`config.mk`:
```
export PLATFORM = sky130hd
export DESIGN_NAME = thd_derate_top
export DESIGN_NICKNAME = d
export VERILOG_FILES = /design/src/rtl/thd_pkg.sv /design/src/rtl/thd_seq_fsm.sv /design/src/rtl/thd_derate_step.sv /design/src/rtl/thd_warn_fwd.sv /design/src/rtl/thd_derate_top.sv
export SDC_FILE = /design/constraint.sdc
export NUM_CORES = 1
export LEC_CHECK = 0
export ABC_AREA = 0
export CORE_AREA = 2 2 39 41
export DETAILED_ROUTE_END_ITERATION = 10
export DIE_AREA = 0 0 41 43
export DONT_BUFFER_PORTS = 1
export PLACE_DENSITY = 0.34
export SYNTH_ARGS = -nofsm -noshare
export SYNTH_HDL_FRONTEND = slang
export SYNTH_HIERARCHICAL = 1
export SYNTH_SLANG_ARGS = --single-unit
```
`constraint.sdc`:
```
create_clock -name clk -period 1.81 [get_ports clk]
set_input_delay 0.543 -clock clk [delete_from_list [all_inputs] [get_ports clk]]
set_output_delay 0.543 -clock clk [all_outputs]
set_load 0.03 [all_outputs]
```
`src/rtl/thd_pkg.sv`:
```
// Shared types for the thermal derating controller.
// Assumes all comparator flags are already synchronous to clk.
package thd_pkg;
    typedef enum logic [1:0] {
        ST_IDLE = 2'd0,   // disabled
        ST_RUN  = 2'd1,   // operating
        ST_HOT  = 2'd2    // thermally off, waiting for cool flag
    } thd_state_e;
endpackage

```
`src/rtl/thd_seq_fsm.sv`:
```
// Sequencer: tracks disabled / running / thermally-off.
// Emits a one-cycle trip event on each new over-temperature entry.
// Assumes en, hot and cool are synchronous single-bit levels.
module thd_seq_fsm
    import thd_pkg::*;
(
    input  logic clk,
    input  logic rst_n,
    input  logic en,
    input  logic hot,
    input  logic cool,
    output logic run,
    output logic trip_evt
);
    thd_state_e st_q, st_d;

    // New over-temperature event: enabled, hot, not already off.
    assign trip_evt = en && hot && (st_q != ST_HOT);

    // Next-state selection.
    always_comb begin
        st_d = st_q;
        if (!en)
            st_d = ST_IDLE;
        else if (trip_evt)
            st_d = ST_HOT;
        else if (st_q == ST_HOT && cool && !hot)
            st_d = ST_RUN;
        else if (st_q == ST_IDLE)
            st_d = ST_RUN;
    end

    // State register with synchronous reset.
    always_ff @(posedge clk) begin
        if (!rst_n) st_q <= ST_IDLE;
        else        st_q <= st_d;
    end

    // Run is on only in the operating state.
    assign run = (st_q == ST_RUN);
endmodule

```
`src/rtl/thd_derate_step.sv`:
```
// Saturating derating step counter: one step per trip, cleared on disable.
// Assumes step and clr are never needed in the same cycle (clr wins).
module thd_derate_step #(
    parameter int LVL_W = 2
) (
    input  logic             clk,
    input  logic             rst_n,
    input  logic             clr,
    input  logic             step,
    output logic [LVL_W-1:0] level
);
    localparam logic [LVL_W-1:0] LVL_MAX = {LVL_W{1'b1}};

    // Count trips, hold at the deepest derating level.
    always_ff @(posedge clk) begin
        if (!rst_n || clr)
            level <= '0;
        else if (step && level != LVL_MAX)
            level <= level + 1'b1;
    end
endmodule

```
`src/rtl/thd_warn_fwd.sv`:
```
// Forwards the lower warning flag to channel fault logic, one register late.
// Assumes warn is synchronous; output is forced low while disabled.
module thd_warn_fwd (
    input  logic clk,
    input  logic rst_n,
    input  logic en,
    input  logic warn_in,
    output logic warn_out
);
    // Register the warning, masked by enable.
    always_ff @(posedge clk) begin
        if (!rst_n) warn_out <= 1'b0;
        else        warn_out <= en && warn_in;
    end
endmodule

```
`src/rtl/thd_derate_top.sv`:
```
// Thermal shutdown derating controller top.
// Stops everything on each upper trip, restarts on the cool flag with one
// more quarter step of current reduction, and forwards the lower warning.
// Assumes comparator flags are synchronous to clk.
module thd_derate_top #(
    parameter int SCALE_W = 2
) (
    input  logic               clk,
    input  logic               rst_n,
    input  logic               en_i,
    input  logic               hot_i,
    input  logic               cool_i,
    input  logic               warn_i,
    output logic               run_o,
    output logic [SCALE_W-1:0] scale_o,
    output logic               warn_o
);
    logic trip_evt;

    thd_seq_fsm u_seq (
        .clk      (clk),
        .rst_n    (rst_n),
        .en       (en_i),
        .hot      (hot_i),
        .cool     (cool_i),
        .run      (run_o),
        .trip_evt (trip_evt)
    );

    thd_derate_step #(.LVL_W(SCALE_W)) u_step (
        .clk   (clk),
        .rst_n (rst_n),
        .clr   (!en_i),
        .step  (trip_evt),
        .level (scale_o)
    );

    thd_warn_fwd u_warn (
        .clk      (clk),
        .rst_n    (rst_n),
        .en       (en_i),
        .warn_in  (warn_i),
        .warn_out (warn_o)
    );
endmodule

```
==> implementation parameters <==
Parameter                              Value

Critical path
  Critical-path cell with the highest stage delay ... dfxtp_1
  Startpoint class of the critical path ... flop
  Crit Path Category ... reg -> out
  CP Data Required Time ... 1270 ps
  Worst setup EP type ... output port
  Endpoint of the lowest-slack register-to-register path ... u_step/level[1]
  Flop-to-flop setup slack ... 590 ps
  CP Data Arrival Time ... 900 ps
  Worst Reg2Reg Path Length in Cells ... 4
  Worst r2r src ... u_step/level[0]
  Critical Path Max Stage Delay ... 350 ps
  Number of buffer and inverter instances along the worst setup path ... 2
  Kind of cell adding the most delay to the critical path ... flip-flops
  CP Cell Sequence ... inv_1, nor2_1, buf_4
  Largest fanout on the critical path ... 3

Worst hold path
  Worst min-delay path category ... in -> reg
  Hold Path Sink ... u_seq/st_q[0]
  Worst Hold Launch ... hot_i
  Hold Path Stages ... 1

Power
  Reg power frac ... 44.7%
  Pwr per Cell Area ... 984 nW/um^2
  Relative contribution of the clock network to total power ... 48.2%
  Total power ... 0.271 mW
  Static Leak ... 0.119 nW
  Switch Pwr ... 0.0633 mW
  Switching portion of total power ... 23.4%
  Combinational share of power ... 7.1%
  Peak supply drop ... 325 uV
  Internal Pwr Total ... 0.208 mW

Routing
  Number of nets still failing antenna checks after routing ... 0
  Total via count after detailed routing ... 178
  Total wirelength of the detailed-routed design ... 447 microns
  DR WL/cell ... 9.93 microns
  First-pass iteration count of the detailed router ... 2
  Number of design rule violations left after detail routing ... 0
  Drt initial violations ... 2
  Via density ... 3.96

Place
  Pre-CTS setup slack ... 519 ps
  Post-placement cell area ... 249 sq um
  Routability congestion estimate ... 0.540
  Number of buffers added on ports ... 0

Clocking
  Root Driver ... clkbuf_4
  Number of buffers inserted during clock tree synthesis ... 3
  H-tree depth reported by CTS ... 1
  Clk slew on worst S/H paths ... 40 ps
  TritonCTS Sinks ... 5
  Count of buffers added by post-CTS timing repair for setup ... 0
  Count of cells resized by post-cts repair ... 0
  CTS tree ... done
  Hold-fix buffers at CTS ... 0
  Largest buffer count on any clock path ... 2
  Later-pin clock latency in the skew report ... 240 ps

Yosys
  Area share of the leading cell type in the synthesized netlist ... 45.2%
  Post-synth EDFFs ... 0
  Share of the yosys chip area belonging to registers ... 45.2%
  Net Count, Synth ... 31
  Average cell area after synthesis ... 9.23 sq um
  Cell types with the highest counts after synthesis ... dfxtp_1, nor2_1, inv_1, nand2_1
  Distinct cells, synth ... 14
  Flip-flop and latch count after synthesis ... 5
  Post-synthesis instance total ... 24
  Fraction of registers with async set or reset after synthesis ... 0%
  Post-Syn Area ... 221 sq um
  Number of synthesis warnings ... 6
  Most used flip-flop cell after synthesis ... dfxtp_1
  Cell accounting for the most synthesized area ... dfxtp_1
  Ranking of synthesized cells by area ... dfxtp_1, nor2_1, nor2b_4

Global routing
  Gr ovfl total ... 0
  Largest net degree at the start of global routing ... 5
  GRT Util Overall ... 6.93%
  Via count of the first global-routing pass ... 202
  Global-route wire length before repair ... 703 microns
  Antenna violations before repair ... 0

Timing
  Actual transition at the worst max-transition pin ... 390 ps
  Number of hold-slack violations in the final timing report ... 0
  RSZ-0062 raised after global routing ... false
  Max transition margin ... 74.0%
  Number of slew-limit violations in the final report ... 0
  Maximum clock rate ... 694 MHz
  Setup ws final ... 368 ps
  Final critical-path required period ... 1440 ps
  Final total negative setup slack ... 0 ps
  Setup-failing EPs final ... 0
  Skew final ... 3.05 ps
  Post-route clock period utilization ... 79.7%

Die
  Die W ... 41 microns
  Total I/O pin count ... 10
  Standard-cell row count ... 14
  Die Y ... 43 microns
  Initial Util ... 16.0%
  Area inside the core boundary ... 1380 sq um
  Die footprint ... 1760 sq um

Flow run
  Max-cap violations ... 0

Run status
  Run status ... finished clean

Cells and area
  Final net count ... 37
  Post-route cell area ... 275 sq um
  Area growth, synth to finish ... 24.3%
  Number of diodes ... 0
  Proportion of layout cells with a drive suffix above 1 ... 20.7%
power groups by stage:
stage | clock [mW] | sequential [mW] | combinational (mW)
2_1_floorplan | 0 | 0.122 | 0.0159
3_3_place_gp | 0 | 0.123 | 0.0184
3_5_place_dp | 0 | 0.123 | 0.0194
4_1_cts | 0.138 | 0.121 | 0.0194
5_1_grt | 0.145 | 0.121 | 0.0209
6_report | 0.130 | 0.121 | 0.0192
kinds of logic after synthesis:
group / Yosys count / synth area share [%]
buffers and inverters: 2 / 3.39
AO/OA/AOI/OAI: 2 / 7.91
flip-flops: 5 / 45.2
XOR/XNOR: 1 / 3.96
adder cells (fa/ha/maj): 1 / 5.65
multiplexers: 1 / 4.52
AND/OR/NAND/NOR: 12 / 29.4
through the flow:
step | std cells | utilization, % | hold WS (ps)
3_3_place_gp | 41 | 18.0 | 536
6_report | 45 | 19.9 | 373
5_1_grt | 45 | 19.9 | 367
4_1_cts | 45 | 19.9 | 364
3_5_place_dp | 41 | 18.0 | 565
2_1_floorplan | 24 | - | 525
flip-flops by register name (all words and copies together), names as in the netlist:
register         flops
u_seq/st_q           2
u_step/level         2
u_warn/warn_out      1
worst max path at each step:
| stage | slack [ps] | to | start | cells past startpoint |
|---|---|---|---|---|
| 6_report | 370 | run_o | u_seq/st_q[0] | 3 |
| 5_1_grt | 290 | run_o | u_seq/st_q[0] | 3 |
| 4_1_cts | 360 | run_o | u_seq/st_q[0] | 3 |
| 3_5_place_dp | 520 | u_step/level[1] | hot_i | 5 |
| 3_3_place_gp | 590 | u_step/level[1] | hot_i | 5 |
| 2_1_floorplan | 490 | run_o | u_seq/st_q[0] | 2 |
per-layer routing:
metal	wire length, microns	track usage (%)	vias up	share of wire [%]
li1	-	-	88	-
met1	159	4.19	76	36
met2	198	9.69	10	44
met3	76	8.38	4	17
met4	12	6.00	0	2.7
met5	0	0	-	0
worst register-to-register path, stage by stage (launching register included):
cell and delay (ps):
dfxtp_1 420, ha_1 290, nor2b_4 140, mux2i_1 200, nor2_1 60
cell type report:
type | count | area, sq um
fillers | 158 | 1110
multi-input cells | 17 | 114
flip-flops and latches | 5 | 100
clock buffers | 4 | 26.3
well taps | 16 | 20.0
repair buffers | 1 | 7.51
inverters | 2 | 7.51
cells in the final DEF, fill, tap and decap left out:
| cell type | synthesis | final |
|---|---|---|
| and3_1 | 1 | 1 |
| nor3_1 | 1 | 1 |
| nand2b_1 | 1 | 1 |
| ha_1 | 1 | 1 |
| xnor2_1 | 1 | 1 |
| inv_1 | 2 | 2 |
| nor2_1 | 5 | 5 |
| dfxtp_1 | 5 | 5 |
| clkbuf_4 | 0 | 3 |
| buf_4 | 0 | 1 |
| nor2b_4 | 1 | 1 |
| mux2i_1 | 1 | 1 |
| nor3b_1 | 1 | 1 |
| a211oi_2 | 1 | 1 |
| nand2_1 | 2 | 2 |
| clkbuf_1 | 0 | 1 |
| a21oi_1 | 1 | 1 |
Note: power is estimated with default switching activity, not from simulation.
